`src/rtl/hsm_pkg.sv`:
```
package hsm_pkg;

  typedef enum logic [2:0] {
    ST_IDLE   = 3'd0,
    ST_REQ    = 3'd1,
    ST_SETUP  = 3'd2,
    ST_STROBE = 3'd3,
    ST_HOLD   = 3'd4,
    ST_GAP    = 3'd5,
    ST_OWN    = 3'd6
  } hsm_state_e;

  // picoseconds to whole cycles, rounding up
  function automatic int ps_to_cyc(input int ps, input int period_ps);
    return (ps + period_ps - 1) / period_ps;
  endfunction

  function automatic int imax(input int a, input int b);
    return (a > b) ? a : b;
  endfunction

endpackage

```
`src/rtl/hsm_sync.sv`:
```
module hsm_sync #(
  parameter int              W      = 1,
  parameter int              STAGES = 2,
  parameter logic [W-1:0]    INIT   = '0
) (
  input  logic         clk,
  input  logic         rst_n,
  input  logic [W-1:0] d,
  output logic [W-1:0] q
);

  logic [W-1:0] pipe [STAGES];

  for (genvar s = 0; s < STAGES; s++) begin : g_stage
    if (s == 0) begin : g_first
      always_ff @(posedge clk or negedge rst_n) begin
        if (!rst_n) pipe[0] <= INIT;
        else        pipe[0] <= d;
      end
    end else begin : g_next
      always_ff @(posedge clk or negedge rst_n) begin
        if (!rst_n) pipe[s] <= INIT;
        else        pipe[s] <= pipe[s-1];
      end
    end
  end

  assign q = pipe[STAGES-1];

endmodule

```
`src/rtl/hsm_timer.sv`:
```
module hsm_timer #(
  parameter int W = 8
) (
  input  logic         clk,
  input  logic         rst_n,
  input  logic         load,
  input  logic         en,
  input  logic [W-1:0] ld_val,
  output logic         zero
);

  logic [W-1:0] cnt_q;

  always_ff @(posedge clk or negedge rst_n) begin
    if (!rst_n)                  cnt_q <= '0;
    else if (load)               cnt_q <= ld_val;
    else if (en && cnt_q != '0)  cnt_q <= cnt_q - 1'b1;
  end

  assign zero = (cnt_q == '0);

endmodule

```
`src/rtl/hsm_dpath.sv`:
```
module hsm_dpath #(
  parameter int AW = 32,
  parameter int DW = 32
) (
  input  logic          clk,
  input  logic          rst_n,
  input  logic          accept,
  input  logic          cmd_write,
  input  logic [AW-1:0] cmd_addr,
  input  logic [DW-1:0] cmd_wdata,
  input  logic          capture,
  input  logic [DW-1:0] bus_rdata,
  input  logic          abort,
  input  logic          finish,
  output logic          op_write,
  output logic [AW-1:0] op_addr,
  output logic [DW-1:0] op_wdata,
  output logic          rsp_valid,
  output logic [DW-1:0] rsp_rdata,
  output logic          rsp_err
);

  // command registers: held stable for the whole access
  always_ff @(posedge clk or negedge rst_n) begin
    if (!rst_n) begin
      op_write <= 1'b0;
      op_addr  <= '0;
      op_wdata <= '0;
    end else if (accept) begin
      op_write <= cmd_write;
      op_addr  <= cmd_addr;
      op_wdata <= cmd_wdata;
    end
  end

  // read word and abort flag
  always_ff @(posedge clk or negedge rst_n) begin
    if (!rst_n) begin
      rsp_rdata <= '0;
      rsp_err   <= 1'b0;
    end else begin
      if (accept)       rsp_err <= 1'b0;
      else if (abort)   rsp_err <= 1'b1;
      if (accept)       rsp_rdata <= '0;
      else if (capture) rsp_rdata <= bus_rdata;
    end
  end

  always_ff @(posedge clk or negedge rst_n) begin
    if (!rst_n) rsp_valid <= 1'b0;
    else        rsp_valid <= finish;
  end

endmodule

```
`src/rtl/hsm_host_bus_master.sv`:
```
module hsm_host_bus_master
  import hsm_pkg::*;
#(
  parameter int AW              = 32,
  parameter int DW              = 32,
  parameter int CLK_PS          = 5000,
  parameter int ADDR_SETUP_PS   = 5000,
  parameter int WR_LOW_PS       = 7000,
  parameter int HOLD_PS         = 2000,
  parameter int STROBE_GAP_PS   = 6000,
  parameter int DATA_RELEASE_PS = 8000,
  parameter int RDY_LAG_PS      = 10000,
  parameter int IDLE_CYCLES     = 2,
  parameter int SYNC_STAGES     = 2,
  parameter int TIMEOUT_CYCLES  = 64,
  parameter int MARK_BIT        = AW - 1
) (
  input  logic          clk,
  input  logic          rst_n,
  input  logic          cmd_valid,
  output logic          cmd_ready,
  input  logic          cmd_write,
  input  logic [AW-1:0] cmd_addr,
  input  logic [DW-1:0] cmd_wdata,
  output logic          rsp_valid,
  output logic [DW-1:0] rsp_rdata,
  output logic          rsp_err,
  output logic          bus_req_n,
  output logic          bus_cs_n,
  output logic          bus_rd_n,
  output logic          bus_wr_n,
  output logic [AW-1:0] bus_addr,
  output logic [DW-1:0] bus_data_o,
  output logic          bus_data_oe,
  input  logic [DW-1:0] bus_data_i,
  input  logic          bus_grant_n,
  input  logic          bus_ready
);

  // cycle budgets derived from the bus timing
  localparam int SETUP_CYC = imax(1, ps_to_cyc(ADDR_SETUP_PS, CLK_PS));
  localparam int HOLD_CYC  = imax(1, ps_to_cyc(HOLD_PS, CLK_PS));
  localparam int STRB_MIN  = imax(ps_to_cyc(WR_LOW_PS, CLK_PS),
                                  SYNC_STAGES + ps_to_cyc(RDY_LAG_PS, CLK_PS));
  localparam int GAP_WR    = imax(1, imax(ps_to_cyc(STROBE_GAP_PS, CLK_PS), IDLE_CYCLES));
  localparam int GAP_RD    = imax(GAP_WR, ps_to_cyc(DATA_RELEASE_PS, CLK_PS));
  localparam int PH_MAX    = imax(imax(SETUP_CYC, HOLD_CYC), imax(STRB_MIN, GAP_RD));
  localparam int PH_W      = $clog2(PH_MAX + 1);
  localparam int TO_W      = $clog2(TIMEOUT_CYCLES + 1);
  localparam logic [AW-1:0] MARK_MASK = AW'(1) << MARK_BIT;

  hsm_state_e state_q, state_d;

  logic          gnt_s_n, rdy_s;
  logic          ph_load, ph_zero, to_load, to_zero;
  logic [PH_W-1:0] ph_val;
  logic          accept, capture, abort, finish, done_ok;
  logic          op_write;
  logic [AW-1:0] op_addr;
  logic [DW-1:0] op_wdata;

  // ---------------------------------------------------------------
  // asynchronous inputs through a synchroniser chain
  // ---------------------------------------------------------------
  hsm_sync #(
    .W      (2),
    .STAGES (SYNC_STAGES),
    .INIT   (2'b11)
  ) u_sync (
    .clk   (clk),
    .rst_n (rst_n),
    .d     ({bus_grant_n, bus_ready}),
    .q     ({gnt_s_n, rdy_s})
  );

  // phase timer: setup, strobe minimum, hold and idle gap
  hsm_timer #(.W(PH_W)) u_phase (
    .clk    (clk),
    .rst_n  (rst_n),
    .load   (ph_load),
    .en     (1'b1),
    .ld_val (ph_val),
    .zero   (ph_zero)
  );

  // watchdog on a stretched strobe
  hsm_timer #(.W(TO_W)) u_tmo (
    .clk    (clk),
    .rst_n  (rst_n),
    .load   (to_load),
    .en     (state_q == ST_STROBE),
    .ld_val (TO_W'(TIMEOUT_CYCLES - 1)),
    .zero   (to_zero)
  );

  assign cmd_ready = (state_q == ST_IDLE) || (state_q == ST_OWN);
  assign accept    = cmd_valid && cmd_ready;

  assign done_ok = (state_q == ST_STROBE) && ph_zero && rdy_s;
  assign abort   = (state_q == ST_STROBE) && !done_ok && to_zero;
  assign capture = done_ok && !op_write;
  assign finish  = (state_q == ST_HOLD) && ph_zero;

  // ---------------------------------------------------------------
  // access sequencer
  // ---------------------------------------------------------------
  always_comb begin
    state_d = state_q;
    ph_load = 1'b0;
    ph_val  = '0;
    to_load = 1'b0;
    unique case (state_q)
      ST_IDLE: begin
        if (accept) state_d = ST_REQ;
      end
      ST_REQ: begin
        if (!gnt_s_n) begin
          state_d = ST_SETUP;
          ph_load = 1'b1;
          ph_val  = PH_W'(SETUP_CYC - 1);
        end
      end
      ST_SETUP: begin
        if (ph_zero) begin
          state_d = ST_STROBE;
          ph_load = 1'b1;
          ph_val  = PH_W'(STRB_MIN - 1);
          to_load = 1'b1;
        end
      end
      ST_STROBE: begin
        if (done_ok || abort) begin
          state_d = ST_HOLD;
          ph_load = 1'b1;
          ph_val  = PH_W'(HOLD_CYC - 1);
        end
      end
      ST_HOLD: begin
        if (ph_zero) begin
          state_d = ST_GAP;
          ph_load = 1'b1;
          ph_val  = op_write ? PH_W'(GAP_WR - 1) : PH_W'(GAP_RD - 1);
        end
      end
      ST_GAP: begin
        if (ph_zero) state_d = ST_OWN;
      end
      ST_OWN: begin
        if (accept) begin
          state_d = ST_SETUP;
          ph_load = 1'b1;
          ph_val  = PH_W'(SETUP_CYC - 1);
        end else begin
          state_d = ST_IDLE;
        end
      end
      default: state_d = ST_IDLE;
    endcase
  end

  always_ff @(posedge clk or negedge rst_n) begin
    if (!rst_n) state_q <= ST_IDLE;
    else        state_q <= state_d;
  end

  hsm_dpath #(.AW(AW), .DW(DW)) u_dpath (
    .clk       (clk),
    .rst_n     (rst_n),
    .accept    (accept),
    .cmd_write (cmd_write),
    .cmd_addr  (cmd_addr),
    .cmd_wdata (cmd_wdata),
    .capture   (capture),
    .bus_rdata (bus_data_i),
    .abort     (abort),
    .finish    (finish),
    .op_write  (op_write),
    .op_addr   (op_addr),
    .op_wdata  (op_wdata),
    .rsp_valid (rsp_valid),
    .rsp_rdata (rsp_rdata),
    .rsp_err   (rsp_err)
  );

  // ---------------------------------------------------------------
  // bus pins decoded from registered state
  // ---------------------------------------------------------------
  logic in_access;
  assign in_access = (state_q == ST_SETUP) || (state_q == ST_STROBE) || (state_q == ST_HOLD);

  assign bus_req_n   = (state_q == ST_IDLE);
  assign bus_cs_n    = (state_q == ST_IDLE);
  assign bus_rd_n    = !((state_q == ST_STROBE) && !op_write);
  assign bus_wr_n    = !((state_q == ST_STROBE) &&  op_write);
  assign bus_addr    = (state_q == ST_REQ) ? (op_addr | MARK_MASK) : op_addr;
  assign bus_data_o  = op_wdata;
  assign bus_data_oe = in_access && op_write;

endmodule

```
`config.mk`:
```
export PLATFORM = sky130hd
export DESIGN_NAME = hsm_host_bus_master
export DESIGN_NICKNAME = d
export VERILOG_FILES = /design/src/rtl/hsm_pkg.sv /design/src/rtl/hsm_sync.sv /design/src/rtl/hsm_timer.sv /design/src/rtl/hsm_dpath.sv /design/src/rtl/hsm_host_bus_master.sv
export SDC_FILE = /design/constraint.sdc
export NUM_CORES = 1
export LEC_CHECK = 0
export CAP_MARGIN = 20
export CORE_MARGIN = 5
export CORE_UTILIZATION = 38
export DETAILED_ROUTE_END_ITERATION = 10
export DONT_BUFFER_PORTS = 1
export RECOVER_POWER = 50
export SLEW_MARGIN = 20
export SYNTH_ARGS = -nofsm -noshare
export SYNTH_HDL_FRONTEND = slang
export SYNTH_SLANG_ARGS = --single-unit
```
`constraint.sdc`:
```
create_clock -name clk -period 2 [get_ports clk]
set_clock_uncertainty 0.05 [all_clocks]
set_input_delay 0.1 -clock clk [delete_from_list [all_inputs] [get_ports clk]]
set_output_delay 0.1 -clock clk [all_outputs]
set_load 0.02 [all_outputs]
```
## Word-level counts from Yosys, hierarchy flattened

Index checks and enable logic that the tools add are counted.

| cells by class | value |
|---|---|
| $lt $le $gt $ge | 0 |
| eq/ne operators | 12 |
| shifts and indexed selects | 0 |
| div/mod/pow operators | 0 |
| bitwise operators | 0 |
| add/sub/neg operators | 2 |
| reduce and logical (&&, ||, !) cells | 30 |
| multiply operators | 0 |
| muxes and demuxes | 26 |

Operators by type and width:

| kind | number |
|---|---|
| $mux 32 | 3 |
| $mux 3 | 8 |
| $pmux 3 s7 | 1 |
| $mux 7 | 2 |
| $logic_and 1x1->1 | 11 |
| $ne 2x2->1 const B | 5 |
| $eq 3x3->1 const B | 3 |
| $mux 1 | 8 |
| $reduce_bool 2->1 | 4 |
| $logic_not 7->1 | 1 |
| $reduce_bool 7->1 | 1 |
| $sub 7x1->7 const B | 1 |
| $eq 3x2->1 const B | 2 |
| $logic_not 3->1 | 2 |
| $reduce_and 6->1 | 1 |
| $logic_not 1->1 | 4 |
| $logic_or 1x1->1 | 4 |
| $mux 2 | 2 |
| $pmux 1 s4 | 1 |
| $pmux 2 s2 | 1 |
| $eq 3x1->1 const B | 1 |
| $reduce_bool 3->1 | 1 |
| $sub 3x1->3 const B | 1 |
| $ne 2x1->1 const B | 1 |
| $reduce_or 2->1 | 1 |

| word-level totals | value |
|---|---|
| word-level logic and storage cells | 81 |
| latch bits | 0 |
| memories kept | 0 |
| flip-flop bits (word level) | 116 |
| ROM bits | 0 |
| bits in writable memories | 0 |
| output and inout bits | 104 |
| bits of input ports | 102 |

## Depth between registers and ports, before layout

| depth | value |
|---|---|
| depth in word-level cells | 10 |
| mapped depth | 8 |
| mapped depth without buffers | 8 |

## By module

A second synthesis with hierarchy kept.

| unflattened totals | value |
|---|---|
| cell total of the unflattened synthesis | 373 |
| area total of the unflattened synthesis | 5,270.1 um^2 |

Modules (own cells, without submodules):

| module | times used | area an instance (um^2) | seq. area each (um^2) | cells each |
|---|---|---|---|---|
| hsm_dpath | 1 | 4,115.2 | 2,477.4 | 245 |
| hsm_timer (u_tmo) | 1 | 461.7 | 175.2 | 52 |
| hsm_host_bus_master | 1 | 382.9 | 75.1 | 51 |
| hsm_timer (u_phase) | 1 | 190.2 | 75.1 | 19 |
| hsm_sync | 1 | 120.1 | 105.1 | 6 |

## Worst setup path after synthesis

OpenSTA, ideal clock, no wires.

| timing path | value |
|---|---|
| path kind | reg2reg |
| start point | register state_q[1] |
| end point | register u_dpath.op_wdata[0] |
| path buffers | 4 |
| data required time | 1,825 ps |
| clock period less this slack | 1,939 ps |
| cell stages (with the launch flop) | 9 |
| arrival | 1,763 ps |
| slack | 61 ps |
| library setup time | 125 ps |
| path through | dfrtp_1 buf_2 nand2b_4 and3_4 and2_1 buf_6 buf_6 buf_8 mux2_4 |

| on the way | value |
|---|---|
| cells in the longest elaborated chain, start to end | 3 |
| elaborated cells on any way between the ends | 4 |
| classes of those cells | eq/ne: 1; reduce/logical: 3 |

Ends and longest elaborated chain:

| what | line | text |
|---|---|---|
| start, declared | hsm_host_bus_master.sv:52 | `hsm_state_e state_q, state_d;` |
| start signal, assigned | hsm_host_bus_master.sv:163 | `else state_q <= state_d;` |
| $eq 3x3->1 or $logic_not 3->1 (tied branches) | hsm_host_bus_master.sv:96 | `assign cmd_ready = (state_q == ST_IDLE) \|\| (state_q == ST_OWN);` |
| $logic_or 1x1->1 (*) | hsm_host_bus_master.sv:96 |  |
| via cmd_ready | hsm_host_bus_master.sv:21 | `output logic cmd_ready,` |
| $logic_and 1x1->1 (*) | hsm_host_bus_master.sv:97 | `assign accept = cmd_valid && cmd_ready;` |
| end signal, assigned | hsm_dpath.sv:32 | `op_wdata <= cmd_wdata;` |
| end, declared | hsm_dpath.sv:17 | `output logic [DW-1:0] op_wdata,` |

Mark *: on every way through the listed nets, which the timed path passes. The rest lies on a longest branch.
A chain may end at the register's enable or synchronous reset.

## Worst setup path after layout

| timing path | value |
|---|---|
| start point | register u_phase.cnt_q[0] |
| end point | register state_q[0] |

| on the way | value |
|---|---|
| cells in the longest elaborated chain, start to end | 9 |
| elaborated cells on any way between the ends | 12 |
| classes of those cells | eq/ne: 4; reduce/logical: 8 |

Ends and longest elaborated chain:

| what | line | text |
|---|---|---|
| start, declared | hsm_timer.sv:12 | `logic [W-1:0] cnt_q;` |
| start signal, assigned | hsm_timer.sv:16 | `else if (load) cnt_q <= ld_val;` |
| start signal, assigned | hsm_timer.sv:17 | `else if (en && cnt_q != '0) cnt_q <= cnt_q - 1'b1;` |
| $logic_not 3->1 (*) | hsm_timer.sv:20 | `assign zero = (cnt_q == '0);` |
| $logic_and 1x1->1 (2 in a row) | hsm_host_bus_master.sv:99 | `assign done_ok = (state_q == ST_STROBE) && ph_zero && rdy_s;` |
| $logic_not 1->1 | hsm_host_bus_master.sv:100 | `assign abort = (state_q == ST_STROBE) && !done_ok && to_zero;` |
| $logic_and 1x1->1 (2 in a row) | hsm_host_bus_master.sv:100 |  |
| $logic_or 1x1->1 | hsm_host_bus_master.sv:132 | `if (done_ok \|\| abort) begin` |
| $ne 2x2->1 (no source line) | n/a |  |
| $reduce_and 6->1 (no source line) (*) | n/a |  |

Every way passes the cells marked *; elsewhere a longest branch is shown, timed or not.

==> impl_metrics.ini <==
[timing]
max_freq_ghz = 0.5223
setup_viol = 0
hold_ws_ns = -0.6588
relSlewSlack_pct = 67.30
drv_slew = 0
timing.final.crit_share_pct = 95.73
worst-slew-pin-transition_ns = 0.4894
period_needed_ns = 1.915
hold_violations = 116

[clock_tree]
cts_sinks = 116
path_clk_slew_ns = 0.05
clock_path_buffers = 2
cts_tree = yes
h-tree-depth = 4
cts_buffers = 17
insertion_delay_ns = 0.40
cts_root_buffer = clkbuf_16
cts_setup_buffers = 0
cts_hold_buf = 100

[worst_setup_path]
cpMaxStageDelayCell = dfrtp_1
cp_cell_sequence = inv_1 -> ha_1 -> ha_1 -> buf_4 -> inv_1 -> buf_4 -> a32oi_2 -> nand2_2 -> mux2_1
cp_data_arrival_time_ns = 2.15
cp_max_fo = 6
crit_required_ns = 2.23
rrSetupSlack_ns = 0.09
rr_worst_depth = 9
critPathLaunchType = flop
cpPeakStageDelay_ns = 0.38
r2r_start = u_phase.cnt_q[0]
reg2reg_to = state_q[0]
critPathKind = reg2reg
end_kind = flop

[pwr]
ir_drop_uv = 926.6
leakage_uw = 0.003028
powerDensity_mw_per_mm2 = 1713
total_power_uw = 11550

[synthesis]
synth-main-ff-cell = dfrtp_1
ys_ff_latch = 116
avgSynthCellArea_um2 = 14.36
synth.area.top_cells = dfrtp_1 (56%), mux2_4 (12%), mux2_1 (6.1%)
async_flop_share_pct = 100.0
syn-num-nets = 454
synth_common_cells = dfrtp_1 (112), mux2_4 (39), a22o_1 (32), buf_4 (32), mux2_1 (27)
synthCells = 348
yosys.area.top_type = dfrtp_1
yosysMostFrequentCell = dfrtp_1
synth_cell_type_count = 46
ys_seq_area_share_pct = 58.20
synth-edff-count = 0
ys_warn_count = 0
yosysTopAreaCellShare_pct = 56.10
synth_area_mm2 = 0.004996

[global_routing]
antenna_found_initial = 1
grt_pass1_vias = 3437
grt_first_pass_wirelength_mm = 19.35
grt_overflow = 0
grt_max_degree = 117
grt.total_usage_pct = 15.87

[route]
drt_iter0_drc = 109
drc = 0
post_drt_via_cell_ratio = 5.030
avgRoutedWirePerCell_um = 19.98
totalWireLength_mm = 12.59
drt.antenna.violating_nets = 0
num_vias = 3169
drt_pass1_iterations = 4

[outcome]
violations = hold timing
outcome = finished, violations left

[finish]
stdcell_count = 630
antennaDiodeCount = 0
layout-drive-gt1-share_pct = 24.67
fin_nets = 551
fin_area_mm2 = 0.006739
area_growth_pct = 34.89
fillCellCount = 1016

[floorplan]
die_x_um = 124.7
ios = 206
start_util_pct = 39.11
die-area_mm2 = 0.01554
core_area_mm2 = 0.01277
die_h_um = 124.7
std_cell_rows = 41

[place]
hpwl_mm = 7.505
placed_area_mm2 = 0.005055
gp_congestion = 0.7588
io_buffers = 0
placed_cells = 496

[worst_hold_path]
hold_path_class = in2async

[job]
maxCapViolations = 0
critical path: cells and delay by family, from the launching register on:
kind	cells	cell delay, ns
adder cells (fa/ha/maj)	2	0.30
buffers and inverters	4	0.46
AO/OA/AOI/OAI	1	0.20
AND/OR/NAND/NOR	1	0.10
multiplexers	1	0.31
flip-flops	1	0.38
stage by stage:
stage	util, %	hold WS (ns)	setup slack [ns]	TNS (ns)
final	52.76	-0.6588	0.08536	0
after global routing	52.76	-0.6963	-0.01415	-0.01980
after CTS	52.26	-0.6870	0.008943	0
after detailed placement	39.57	-0.2423	0.02629	0
after global placement	39.53	-0.2427	-0.2427	-7.650
after floorplan	-	-0.2456	0.06143	0
cells in the final DEF (no fill, tap or decap), types with 4 or more instances in the layout:
master,netlist,layout
clkbuf_8,0,4
nor2_1,6,6
dfstp_2,4,4
mux2_4,39,39
nand3_1,5,5
mux2_1,27,27
inv_1,6,6
dlygate4sd3_1,0,100
dfrtp_1,112,111
o21ai_1,5,5
nand2_1,12,11
clkbuf_16,0,18
a22o_1,32,32
ha_1,4,4
buf_4,32,22
metal layers:
layer	vias to the layer above	part of all wire (%)	track usage, %
met5	-	0.056	0
met4	2	1.8	6.899
met3	22	8.1	7.075
met2	165	52	26.30
met1	1581	38	17.65
li1	1399	-	-
what timing repair did:
| action | 4_1_cts | 5_1_grt |
|---|---|---|
| pin swaps | 0 | 2 |
| gates cloned | 0 | 2 |
| endpoints found under the hold margin | 216 | 116 |
| setup endpoints to repair | 1 | 37 |
| resized for setup | 1 | 7 |
flip-flops by register name, summed over array words and instances, names as in the netlist, 2 cells and up:
name               flops
u_tmo.cnt_q            7
u_phase.cnt_q          3
u_sync.pipe            2
state_q                3
u_dpath.op_wdata      32
u_sync.q               2
u_dpath.rsp_rdata     32
u_dpath.op_addr       32
worst max-delay path by stage:
stage / start / end / slack, ns / depth (start not counted)
2_1_floorplan: state_q[1] / u_dpath.op_wdata[0] / 0.06 / 8
3_3_place_gp: state_q[2] / u_dpath.rsp_rdata[11] / -0.24 / 5
3_5_place_dp: u_phase.cnt_q[0] / u_phase.cnt_q[1] / 0.03 / 9
4_1_cts: u_phase.cnt_q[0] / u_phase.cnt_q[1] / 0.009 / 9
5_1_grt: u_phase.cnt_q[0] / u_phase.cnt_q[1] / -0.01 / 9
6_report: u_phase.cnt_q[0] / state_q[0] / 0.09 / 9
layout make-up:
type                       instances  area, µm²  share of cell area [%]
clock buffer                      24      491.7                   7.297
clock inverter                     8      122.6                   1.820
inverter                           7      26.28                  0.3899
multi-input combinational        177       1724                   25.58
sequential                       116       2909                   43.17
tap                              172      215.2                   3.193
timing repair buffer             126       1250                   18.55
kinds of logic after synthesis:
group	count (synthesis)	synth area share [%]
and+or+nand+nor	47	5.510
xor gates and xnor gates	3	0.5260
DFF	116	58.20
buffers and inverters	56	8.064
muxes	67	18.01
AOI/OAI and AO/OA	55	8.690
adders and majority gates	4	1.002
where the power goes:
group	leakage [µW]	switching, µW	internal, µW	total [µW]
clock network	0.000292	1010	2080	3090
registers	0.00143	1930	3380	5310
logic	0.00131	1320	1830	3150
total	0.00303	4250	7300	11500
Power figures use the tool's default switching activity.
